## config.mk

```make
export PLATFORM = sky130hd
export DESIGN_NAME = adc_seq_top
export DESIGN_NICKNAME = d
export VERILOG_FILES = /design/src/rtl/adc_seq_pkg.sv /design/src/rtl/adc_seq_rstsync.sv /design/src/rtl/adc_seq_limit.sv /design/src/rtl/adc_seq_ctrl.sv /design/src/rtl/adc_seq_regs.sv /design/src/rtl/adc_seq_top.sv
export SDC_FILE = /design/constraint.sdc
export NUM_CORES = 1
export LEC_CHECK = 0
export ABC_CLOCK_PERIOD_IN_PS = 2600
export BUFFER_PORTS_ARGS = -buffer_cell sky130_fd_sc_hd__buf_2
export CAP_MARGIN = 25
export CORE_MARGIN = 8
export CORE_UTILIZATION = 41
export DETAILED_ROUTE_END_ITERATION = 16
export PLACE_DENSITY_LB_ADDON = 0.2
export SLEW_MARGIN = 10
export SYNTH_ARGS = -nofsm -noshare
export SYNTH_HDL_FRONTEND = slang
export SYNTH_SLANG_ARGS = --single-unit
```

## constraint.sdc

```tcl
create_clock -name clk -period 2.6 [get_ports clk]
set_clock_uncertainty 0.1 [all_clocks]
set_input_delay 0.52 -clock clk [delete_from_list [all_inputs] [get_ports clk]]
set_output_delay 0.52 -clock clk [all_outputs]
set_load 0.01 [all_outputs]
```

## src/rtl/adc_seq_pkg.sv

```systemverilog
package adc_seq_pkg;

  typedef enum logic [1:0] {
    MODE_ONCE = 2'd0,
    MODE_LOOP = 2'd1,
    MODE_PAIR = 2'd2,
    MODE_RSVD = 2'd3
  } seq_mode_e;

  typedef enum logic {
    ST_IDLE = 1'b0,
    ST_WAIT = 1'b1
  } seq_state_e;

  // register addresses
  localparam int ADR_CTRL = 0;
  localparam int ADR_CHAN = 1;
  localparam int ADR_LOW  = 2;
  localparam int ADR_HIGH = 3;
  localparam int ADR_FLAG = 4;
  localparam int ADR_RES  = 8;

  // CTRL bit positions
  localparam int CB_GO   = 2;
  localparam int CB_DIEN = 3;
  localparam int CB_LEN  = 4;
  localparam int CB_LOUT = 5;

  // FLAG bit positions
  localparam int FB_DONE = 0;
  localparam int FB_LIM  = 1;

  // conversions per pair-scan set minus one
  localparam int PAIR_LAST = 3;

endpackage

```

## src/rtl/adc_seq_rstsync.sv

```systemverilog
module adc_seq_rstsync #(
  parameter int STAGES = 2
) (
  input  logic clk,
  input  logic rst_n,
  output logic rst_sync_n
);
  logic [STAGES-1:0] sync_q;

  always_ff @(posedge clk or negedge rst_n) begin
    if (!rst_n) sync_q <= '0;
    else        sync_q <= {sync_q[STAGES-2:0], 1'b1};
  end

  assign rst_sync_n = sync_q[STAGES-1];
endmodule

```

## src/rtl/adc_seq_limit.sv

```systemverilog
module adc_seq_limit #(
  parameter int DW      = 8,
  parameter int EARLY_W = 4
) (
  input  logic          chk_en,
  input  logic          outside,
  input  logic [DW-1:0] lim_lo,
  input  logic [DW-1:0] lim_hi,
  input  logic          nib_valid,
  input  logic [DW-1:0] nib_data,
  input  logic          full_valid,
  input  logic [DW-1:0] full_data,
  output logic          lim_set
);
  localparam int TOP = DW - 1;
  localparam int BOT = DW - EARLY_W;

  logic in_window;
  logic full_hit;
  logic early_hit;

  always_comb begin
    in_window = (full_data >= lim_lo) && (full_data <= lim_hi);
    full_hit  = outside ? !in_window : in_window;
    early_hit = outside &&
                ((nib_data[TOP:BOT] < lim_lo[TOP:BOT]) ||
                 (nib_data[TOP:BOT] > lim_hi[TOP:BOT]));
    lim_set   = chk_en && ((full_valid && full_hit) || (nib_valid && early_hit));
  end
endmodule

```

## src/rtl/adc_seq_ctrl.sv

```systemverilog
module adc_seq_ctrl
  import adc_seq_pkg::*;
#(
  parameter int SEL_W = 2
) (
  input  logic             clk,
  input  logic             rst_n,
  input  logic             start_req,
  input  logic             stop_req,
  input  seq_mode_e        mode_in,
  input  logic [SEL_W-1:0] chan_a,
  input  logic [SEL_W-1:0] chan_b,
  input  logic             conv_done,
  output logic             conv_start,
  output logic [SEL_W-1:0] conv_chan,
  output logic             busy,
  output logic             done_acc,
  output logic             res_we,
  output logic [SEL_W-1:0] res_sel,
  output logic             set_done
);
  seq_state_e       state_q, state_d;
  seq_mode_e        mode_q, mode_d;
  logic [SEL_W-1:0] idx_q, idx_d;
  logic [SEL_W-1:0] chan_q, chan_d;
  logic             cont_q, cont_d;
  logic             go_q, go_d;
  logic             pair;
  logic             final_conv;

  always_comb begin
    state_d  = state_q;
    mode_d   = mode_q;
    idx_d    = idx_q;
    chan_d   = chan_q;
    cont_d   = cont_q;
    go_d     = 1'b0;
    pair     = (mode_q == MODE_PAIR);
    done_acc = (state_q == ST_WAIT) && conv_done && !go_q;
    if (pair) final_conv = (idx_q == SEL_W'(PAIR_LAST));
    else      final_conv = !((mode_q == MODE_LOOP) && cont_q && !stop_req);

    unique case (state_q)
      ST_IDLE: begin
        if (start_req) begin
          state_d = ST_WAIT;
          mode_d  = mode_in;
          idx_d   = '0;
          cont_d  = 1'b1;
          chan_d  = chan_a;
          go_d    = 1'b1;
        end
      end
      ST_WAIT: begin
        if (stop_req) cont_d = 1'b0;
        if (done_acc) begin
          if (final_conv) begin
            state_d = ST_IDLE;
            cont_d  = 1'b0;
          end else begin
            go_d = 1'b1;
            if (pair) begin
              idx_d  = idx_q + 1'b1;
              chan_d = idx_d[0] ? chan_b : chan_a;
            end else begin
              chan_d = chan_a;
            end
          end
        end
      end
      default: state_d = ST_IDLE;
    endcase
  end

  always_ff @(posedge clk or negedge rst_n) begin
    if (!rst_n) begin
      state_q <= ST_IDLE;
      mode_q  <= MODE_ONCE;
      idx_q   <= '0;
      chan_q  <= '0;
      cont_q  <= 1'b0;
      go_q    <= 1'b0;
    end else begin
      state_q <= state_d;
      mode_q  <= mode_d;
      idx_q   <= idx_d;
      chan_q  <= chan_d;
      cont_q  <= cont_d;
      go_q    <= go_d;
    end
  end

  assign conv_start = go_q;
  assign conv_chan  = chan_q;
  assign busy       = (state_q == ST_WAIT);
  assign res_we     = done_acc;
  assign res_sel    = pair ? idx_q : chan_q;
  assign set_done   = done_acc && (!pair || (idx_q == SEL_W'(PAIR_LAST)));
endmodule

```

## src/rtl/adc_seq_regs.sv

```systemverilog
module adc_seq_regs
  import adc_seq_pkg::*;
#(
  parameter int DW    = 8,
  parameter int AW    = 4,
  parameter int SEL_W = 2
) (
  input  logic             clk,
  input  logic             rst_n,
  input  logic             wr,
  input  logic [AW-1:0]    addr,
  input  logic [DW-1:0]    wdata,
  output logic [DW-1:0]    rdata,
  input  logic             busy,
  input  logic             res_we,
  input  logic [SEL_W-1:0] res_sel,
  input  logic [DW-1:0]    res_data,
  input  logic             set_done,
  input  logic             set_lim,
  output seq_mode_e        mode,
  output logic             lim_en,
  output logic             lim_out,
  output logic [SEL_W-1:0] chan_a,
  output logic [SEL_W-1:0] chan_b,
  output logic [DW-1:0]    lim_lo,
  output logic [DW-1:0]    lim_hi,
  output logic             start_req,
  output logic             stop_req,
  output logic             flag_done,
  output logic             flag_lim,
  output logic             irq
);
  localparam int            NRES = 1 << SEL_W;
  localparam logic [AW-1:0] A_CTRL = AW'(ADR_CTRL);
  localparam logic [AW-1:0] A_CHAN = AW'(ADR_CHAN);
  localparam logic [AW-1:0] A_LOW  = AW'(ADR_LOW);
  localparam logic [AW-1:0] A_HIGH = AW'(ADR_HIGH);
  localparam logic [AW-1:0] A_FLAG = AW'(ADR_FLAG);
  localparam logic [AW-1:0] A_RES  = AW'(ADR_RES);

  logic [1:0]         mode_q;
  logic               dien_q, len_q, lout_q;
  logic [SEL_W-1:0]   cha_q, chb_q;
  logic [DW-1:0]      lo_q, hi_q;
  logic               fdone_q, fdone_d;
  logic               flim_q, flim_d;
  logic [DW-1:0]      res_q [NRES];

  logic wr_ctrl, wr_chan, wr_low, wr_high, wr_flag;
  logic rd_res;

  always_comb begin
    wr_ctrl = wr && (addr == A_CTRL);
    wr_chan = wr && (addr == A_CHAN);
    wr_low  = wr && (addr == A_LOW);
    wr_high = wr && (addr == A_HIGH);
    wr_flag = wr && (addr == A_FLAG);
    rd_res  = (addr[AW-1:SEL_W] == A_RES[AW-1:SEL_W]);
  end

  assign start_req = wr_ctrl && wdata[CB_GO] && !busy;
  assign stop_req  = wr_ctrl && !wdata[CB_GO];

  // control fields
  always_ff @(posedge clk or negedge rst_n) begin
    if (!rst_n) begin
      mode_q <= '0;
      dien_q <= 1'b0;
      len_q  <= 1'b0;
      lout_q <= 1'b0;
    end else if (wr_ctrl) begin
      mode_q <= wdata[1:0];
      dien_q <= wdata[CB_DIEN];
      len_q  <= wdata[CB_LEN];
      lout_q <= wdata[CB_LOUT];
    end
  end

  always_ff @(posedge clk or negedge rst_n) begin
    if (!rst_n) begin
      cha_q <= '0;
      chb_q <= '0;
    end else if (wr_chan) begin
      cha_q <= wdata[SEL_W-1:0];
      chb_q <= wdata[2*SEL_W-1:SEL_W];
    end
  end

  always_ff @(posedge clk or negedge rst_n) begin
    if (!rst_n)      lo_q <= '0;
    else if (wr_low) lo_q <= wdata;
  end

  always_ff @(posedge clk or negedge rst_n) begin
    if (!rst_n)       hi_q <= '0;
    else if (wr_high) hi_q <= wdata;
  end

  // sticky flags: write-zero clears, hardware set has priority
  always_comb begin
    fdone_d = fdone_q;
    flim_d  = flim_q;
    if (wr_flag) begin
      fdone_d = fdone_q & wdata[FB_DONE];
      flim_d  = flim_q  & wdata[FB_LIM];
    end
    if (set_done) fdone_d = 1'b1;
    if (set_lim)  flim_d  = 1'b1;
  end

  always_ff @(posedge clk or negedge rst_n) begin
    if (!rst_n) begin
      fdone_q <= 1'b0;
      flim_q  <= 1'b0;
    end else begin
      fdone_q <= fdone_d;
      flim_q  <= flim_d;
    end
  end

  // result registers
  for (genvar g = 0; g < NRES; g++) begin : g_res
    always_ff @(posedge clk or negedge rst_n) begin
      if (!rst_n)                                   res_q[g] <= '0;
      else if (res_we && (res_sel == SEL_W'(g)))    res_q[g] <= res_data;
    end
  end

  // read mux
  always_comb begin
    rdata = '0;
    if (rd_res) begin
      rdata = res_q[addr[SEL_W-1:0]];
    end else begin
      unique case (addr)
        A_CTRL: begin
          rdata[1:0]     = mode_q;
          rdata[CB_GO]   = busy;
          rdata[CB_DIEN] = dien_q;
          rdata[CB_LEN]  = len_q;
          rdata[CB_LOUT] = lout_q;
        end
        A_CHAN: begin
          rdata[SEL_W-1:0]       = cha_q;
          rdata[2*SEL_W-1:SEL_W] = chb_q;
        end
        A_LOW:  rdata = lo_q;
        A_HIGH: rdata = hi_q;
        A_FLAG: begin
          rdata[FB_DONE] = fdone_q;
          rdata[FB_LIM]  = flim_q;
        end
        default: rdata = '0;
      endcase
    end
  end

  assign mode      = seq_mode_e'(wdata[1:0]);
  assign lim_en    = len_q;
  assign lim_out   = lout_q;
  assign chan_a    = cha_q;
  assign chan_b    = chb_q;
  assign lim_lo    = lo_q;
  assign lim_hi    = hi_q;
  assign flag_done = fdone_q;
  assign flag_lim  = flim_q;
  assign irq       = (fdone_q && dien_q) || flim_q;
endmodule

```

## src/rtl/adc_seq_top.sv

```systemverilog
module adc_seq_top
  import adc_seq_pkg::*;
#(
  parameter int DW      = 8,
  parameter int AW      = 4,
  parameter int NIN     = 4,
  parameter int EARLY_W = 4
) (
  input  logic                   clk,
  input  logic                   rst_n,
  input  logic                   cfg_wr,
  input  logic [AW-1:0]          cfg_addr,
  input  logic [DW-1:0]          cfg_wdata,
  output logic [DW-1:0]          cfg_rdata,
  output logic                   adc_go,
  output logic [$clog2(NIN)-1:0] adc_sel,
  input  logic                   adc_hi_valid,
  input  logic                   adc_done,
  input  logic [DW-1:0]          adc_data,
  output logic                   seq_irq
);
  localparam int SEL_W = $clog2(NIN);

  logic             rst_sync_n;
  seq_mode_e        mode_w;
  logic             lim_en, lim_out;
  logic [SEL_W-1:0] chan_a, chan_b;
  logic [DW-1:0]    lim_lo, lim_hi;
  logic             start_req, stop_req;
  logic             seq_busy, done_acc, res_we, set_done, set_lim;
  logic [SEL_W-1:0] res_sel;
  logic             flag_done, flag_lim;
  logic             nib_ok;

  adc_seq_rstsync #(.STAGES(2)) u_rst (
    .clk        (clk),
    .rst_n      (rst_n),
    .rst_sync_n (rst_sync_n)
  );

  adc_seq_regs #(.DW(DW), .AW(AW), .SEL_W(SEL_W)) u_regs (
    .clk       (clk),
    .rst_n     (rst_sync_n),
    .wr        (cfg_wr),
    .addr      (cfg_addr),
    .wdata     (cfg_wdata),
    .rdata     (cfg_rdata),
    .busy      (seq_busy),
    .res_we    (res_we),
    .res_sel   (res_sel),
    .res_data  (adc_data),
    .set_done  (set_done),
    .set_lim   (set_lim),
    .mode      (mode_w),
    .lim_en    (lim_en),
    .lim_out   (lim_out),
    .chan_a    (chan_a),
    .chan_b    (chan_b),
    .lim_lo    (lim_lo),
    .lim_hi    (lim_hi),
    .start_req (start_req),
    .stop_req  (stop_req),
    .flag_done (flag_done),
    .flag_lim  (flag_lim),
    .irq       (seq_irq)
  );

  adc_seq_ctrl #(.SEL_W(SEL_W)) u_ctrl (
    .clk        (clk),
    .rst_n      (rst_sync_n),
    .start_req  (start_req),
    .stop_req   (stop_req),
    .mode_in    (mode_w),
    .chan_a     (chan_a),
    .chan_b     (chan_b),
    .conv_done  (adc_done),
    .conv_start (adc_go),
    .conv_chan  (adc_sel),
    .busy       (seq_busy),
    .done_acc   (done_acc),
    .res_we     (res_we),
    .res_sel    (res_sel),
    .set_done   (set_done)
  );

  assign nib_ok = seq_busy && !adc_go && adc_hi_valid;

  adc_seq_limit #(.DW(DW), .EARLY_W(EARLY_W)) u_lim (
    .chk_en     (lim_en),
    .outside    (lim_out),
    .lim_lo     (lim_lo),
    .lim_hi     (lim_hi),
    .nib_valid  (nib_ok),
    .nib_data   (adc_data),
    .full_valid (done_acc),
    .full_data  (adc_data),
    .lim_set    (set_lim)
  );
endmodule

```

### Word level (Yosys, flattened, before mapping)

Index checks and enable logic that the tools add are counted.

* equal/unequal tests: 15
* reduce and logical (&&, ||, !) cells: 43
* $add $sub $neg: 1
* order comparisons: 5
* multiplexer cells: 37
* bitwise logic cells: 4

Operators by type and width (number)
* logical AND 1 bit: 25
* two-way mux 8 bit: 3
* two-way mux 2 bit: 10
* binary-select mux 8 bit (select 2 bit): 1
* two-way mux 1 bit: 14
* one-hot mux 2 bit (2 select lines): 3
* equality test 2 bit, second input constant: 5
* one-hot mux 2 bit (5 select lines): 1
* equality test 4 x 2 -> 1 bit, second input constant: 2
* greater-or-equal comparator 8 bit: 1
* <= comparator 8 bit: 1
* one-hot mux 2 bit (4 select lines): 1
* zero test 1 bit: 7
* != test 2 bit, second input constant: 3
* one-hot mux 1 bit (2 select lines): 3
* one-hot mux 2 bit (3 select lines): 1
* equality test 2 x 1 -> 1 bit, second input constant: 2
* equality test 4 x 1 -> 1 bit, second input constant: 1
* equality test 4 x 3 -> 1 bit, second input constant: 1
* greater-than comparator 4 bit: 1
* zero test 4 bit: 1
* logical OR 1 bit: 4
* less-than comparator 4 bit: 1
* AND reduction 4 bit: 1
* other kinds (10): 12

* output and inout port bits: 12
* word-level logic and storage cells: 126
* bits of input ports: 25
* register bits after elaboration: 70

### Logic depth before layout (Yosys ltp)

* depth in word-level cells: 10
* depth in mapped cells: 8
* mapped depth without buffers: 8

### Cells and area by module

A second synthesis with hierarchy kept.

* cell total of the unflattened synthesis: 320
* area total of the unflattened synthesis: 4052.6 sq um

Modules (own cells, without submodules)
* adc_seq_regs: cells each 191, area each 2852.7 sq um, instances 1, sequential area each 1476.4 sq um
* adc_seq_limit: cells each 77, area each 595.6 sq um, instances 1, sequential area each 0.0 sq um
* adc_seq_ctrl: cells each 48, area each 541.8 sq um, instances 1, sequential area each 225.2 sq um
* adc_seq_rstsync: cells each 3, area each 53.8 sq um, instances 1, sequential area each 50.0 sq um
* adc_seq_top: cells each 1, area each 8.8 sq um, instances 1, sequential area each 0.0 sq um

### Worst setup path after synthesis

Ideal clock, no wire load.

* path kind: input port to flip-flop
* start point: in adc_data[0]
* end point: reg u_regs.flim_q (netlist: u_regs.flag_lim)
* stages: 8
* library setup time: 0.125 ns
* path slack: 0.436 ns
* data arrival time: 1.939 ns
* data required time: 2.375 ns
* cell sequence: inv_1 -> ha_1 -> nand2b_1 -> a2111oi_0 -> or3_1 -> a21oi_1 -> o21ai_1 -> mux2_2

* word-level cells in the longest chain between the ends: 8
* elaborated cells on any way between the ends: 10
* those cells by class: order compare: 2; mux: 2; reduce/logical: 6

Ends and longest elaborated chain
* start: declaration: RTL line adc_seq_top.sv:19 `input logic [DW-1:0] adc_data,`
* greater-or-equal comparator 8 bit or <= comparator 8 bit (tied branches): RTL line adc_seq_limit.sv:23 `in_window = (full_data >= lim_lo) && (full_data <= lim_hi);`
* logical AND 1 bit (*): RTL line adc_seq_limit.sv:23
* zero test 1 bit: RTL line adc_seq_limit.sv:24 `full_hit = outside ? !in_window : in_window;`
* two-way mux 1 bit (*): RTL line adc_seq_limit.sv:24
* logical AND 1 bit (*): RTL line adc_seq_limit.sv:28 `lim_set = chk_en && ((full_valid && full_hit) || (nib_valid && early_hit));`
* logical OR 1 bit (*): RTL line adc_seq_limit.sv:28
* logical AND 1 bit (*): RTL line adc_seq_limit.sv:28
* two-way mux 1 bit or nonzero test 2 bit (tied branches)
* end signal: assignment: RTL line adc_seq_regs.sv:117 `flim_q <= flim_d;`
* end: declaration: RTL line adc_seq_regs.sv:46 `logic flim_q, flim_d;`

Every way passes the cells marked *; elsewhere a longest branch is shown, timed or not.
A chain may end at the register's enable or synchronous reset.

### Worst setup path after layout

* start point: in cfg_addr[0]
* end point: out cfg_rdata[7]

* word-level cells in the longest chain between the ends: 5
* elaborated cells on any way between the ends: 8
* those cells by class: eq/ne: 2; mux: 5; bitwise: 1

Ends and longest elaborated chain
* start: declaration: RTL line adc_seq_top.sv:12 `input logic [AW-1:0] cfg_addr,`
* inverter 2 -> 3 bit (implied by the code): RTL line adc_seq_regs.sv:133 `rdata = res_q[addr[SEL_W-1:0]];`
* binary-select mux 8 bit (select 2 bit): RTL line adc_seq_regs.sv:133
* two-way mux 8 bit (implied by the code) (2 in series): RTL line adc_seq_regs.sv:133
* two-way mux 8 bit (*): RTL line adc_seq_regs.sv:132 `if (rd_res) begin`
* end: declaration: RTL line adc_seq_top.sv:14 `output logic [DW-1:0] cfg_rdata,`

Every way passes the cells marked *; elsewhere a longest branch is shown, timed or not. The select of a mux whose other input is x is not followed.

==> qor.txt <==
RSZ-0062 raised after global routing: false
Final WS setup: 0.219 ns
critical hold path startpoint: u_rst.sync_q[0]
DRC: 0
endpoint class of the critical path: output pin
via count: 2736
Distinct cells, synth: 44
clock buffer count from CTS: 9
Die H: 113 um
WHS Endpoint: u_rst.sync_q[1]
Setup TNS: 0 ns
routed len/inst: 18.8 um
Flop pwr share: 0.440
Area growth, synth to finish: 14.0%
Post-CTS Repair Setup Buffers: 0
synthesized cell area: 3880 sq um
layout cells sized above 1: 0.345
CTS Buffer Depth: 2
sum of routed wire segments on met1: 4510 um
main flop type after synthesis: dfrtp_1
Tcrit/Tclk final: 0.916
Pwr Density: 911 nW/um^2
r2r endpoint: u_regs.flag_lim
Max FO, Critical Path: 16
antenna-violating nets left: 0
Critical Path RT: 1.98 ns
Clk Latency, worst-skew pair: 0.35 ns
Tot GR Track Use: 0.158
Nets: 427
Final setup viols: 0
clock share of power: 0.243
post-synthesis sequential area ratio: 0.452
post-synthesis async set-or-reset flop share: 1.00
largest net degree at the start of global routing: 69
die area: 12800 sq um
Max VDD drop: 0.000300 V
post-synthesis cell count: 336
Worst Max-Slew Pin Slew: 0.875 ns
highest metal used: met4
vias in the first global route: 2954
Hold Violations, Final: 0
Seq cells post-synth: 70
CTS sink cnt: 70
status: finished clean
Syn Nets: 380
Worst Path Class, Setup: primary input to output pin
Place WS: 0.0668 ns
GRT overflow: 0
drt initial violations: 130
Synth Warn #: 0
Arrival @ worst endpoint: 1.76 ns
Clock transition at path regs: 0.07 ns
fin. max-slew vios: 0
H-tree depth: 3
Startpoint Class: primary input
clk root buf: clkbuf_8
drt pass-1 iters: 4
cell row count: 35
WHS Path Cells: 0
Post-synth EDFFs: 0
vias per inst: 5.48
Fin Hold WS: 0.251 ns
Fmax: 420 MHz
metal2 WL: 4410 um
max-cap viol count: 0
Reg2Reg Launch Point: u_regs.lim_lo[0]
CTS tree: done
reg2reg path depth: 7
average cell area after synthesis: 11.5 sq um
initial antenna violation count: 0
area of the core: 9200 sq um
worst hold path class: flip-flop to flip-flop
LEAKAGE: 0.00199 uW
total wire length: 9370 um
DP HPWL: 6890 um
first-pass GRT wire length: 15700 um
Die Width: 113 um
Met3 Wirelength: 330 um
fin crit period: 2.38 ns
I/O pins: 37
GPL Wtd Cong: 0.778
switching power: 1280 uW
ANT cells: 0
Initial Util: 0.422
Combinational Power Share: 0.317
# port buffers: 36
switch share: 0.319
FF-to-FF setup slack: 0.44 ns
internal power: 2740 uW
Max transition margin: 0.416
[cells in the mapped netlist (2+ instances only)]
cell type,n,area (sq um)
dfrtp_1,70,1750
mux2_2,52,586
nand2_1,23,86.3
inv_1,22,82.6
nor2_1,22,82.6
ha_1,19,238
o21ai_0,17,85.1
a21oi_1,15,75.1
mux2i_1,10,100
mux4_2,10,225
nand3_1,8,40.0
buf_6,5,56.3
o22ai_1,5,31.3
a31oi_1,4,25.0
buf_2,4,20.0
nand2b_1,4,25.0
nor2b_1,4,25.0
nor3_1,4,20.0
a22oi_1,3,22.5
clkbuf_1,3,11.3
nand3b_1,3,22.5
nand4_1,3,18.8
o211ai_1,3,22.5
and2b_1,2,15.0
o41ai_1,2,17.5
[worst max-delay path by stage]
stage | start | to
2_1_floorplan | u_rst.sync_q[1] | u_ctrl.busy
3_3_place_gp | cfg_addr[0] | cfg_rdata[7]
3_5_place_dp | cfg_addr[0] | cfg_rdata[7]
4_1_cts | cfg_addr[0] | cfg_rdata[7]
5_1_grt | cfg_addr[0] | cfg_rdata[1]
6_report | cfg_addr[0] | cfg_rdata[7]
[flip-flops by register name, summed over array words and instances (netlist names), 2 cells and up]
| signal | count |
|---|---|
| u_regs.chan_a | 2 |
| u_regs.res_q | 32 |
| u_ctrl.mode_q | 2 |
| u_ctrl.idx_q | 2 |
| u_rst.sync_q | 2 |
| u_ctrl.conv_chan | 2 |
| u_regs.mode_q | 2 |
| u_regs.lim_hi | 8 |
| u_regs.lim_lo | 8 |
| u_regs.chan_b | 2 |
[cell families after synthesis]
group	after synthesis	share of synthesized area
AOI/OAI and AO/OA	58	0.0994
adders and majority gates	19	0.0613
buffers and inverters	35	0.0458
DFF	70	0.452
muxes	72	0.235
other	1	0.000967
and+or+nand+nor	81	0.106
[cells in the final DEF (no fill, tap or decap), types with 10 or more instances in the layout]
| cell type | instances |
|---|---|
| a21oi_1 | 15 |
| buf_2 | 35 |
| buf_4 | 12 |
| clkbuf_8 | 10 |
| dfrtp_1 | 69 |
| ha_1 | 19 |
| inv_1 | 22 |
| mux2_2 | 52 |
| mux2i_1 | 10 |
| mux4_2 | 10 |
| nand2_1 | 23 |
| nor2_1 | 22 |
| o21ai_0 | 17 |
[what timing repair did]
action | in CTS | in global routing
hold endpoints to repair | 2 | 0
hold buffers | 1 | 0
gates resized for setup | 0 | 1
endpoints found under the setup margin | 0 | 1
[power groups by stage]
stage | clock network [uW] | registers, uW | logic [uW]
detailed placement | 0 | 1800 | 1290
global placement | 0 | 1780 | 1250
CTS | 1010 | 1780 | 1300
global route | 1050 | 1830 | 1440
finish | 977 | 1770 | 1280
floorplan | 0 | 1710 | 993
[critical path, cell delays in order]
cell      delay [ns]
clkbuf_4        0.31
mux4_2          0.55
a22oi_1         0.20
nor2_1          0.05
buf_2           0.13
[per-stage QoR]
step / util / instance area, sq um / instances / total power, uW
floorplan: - / 3880 / 336 / 2700
global placement: 0.456 / 4190 / 482 / 3030
detailed placement: 0.456 / 4190 / 482 / 3090
CTS: 0.481 / 4420 / 499 / 4080
global route: 0.481 / 4420 / 499 / 4320
finish: 0.481 / 4420 / 499 / 4030
[routing by layer]
metal / up-vias / track usage
li1: 1302 / -
met1: 1380 / 0.204
met2: 44 / 0.252
met3: 10 / 0.0373
met4: 0 / 0.0595
met5: - / 0
[cell type report]
cell class / count / area (sq um)
clock buffer: 12 / 145
clock inverter: 4 / 70.1
fill: 888 / 4770
inverter: 22 / 82.6
multi-input combinational: 231 / 1950
sequential: 70 / 1750
tap: 111 / 139
timing repair buffer: 49 / 283
(Power assumes the default switching activity.)
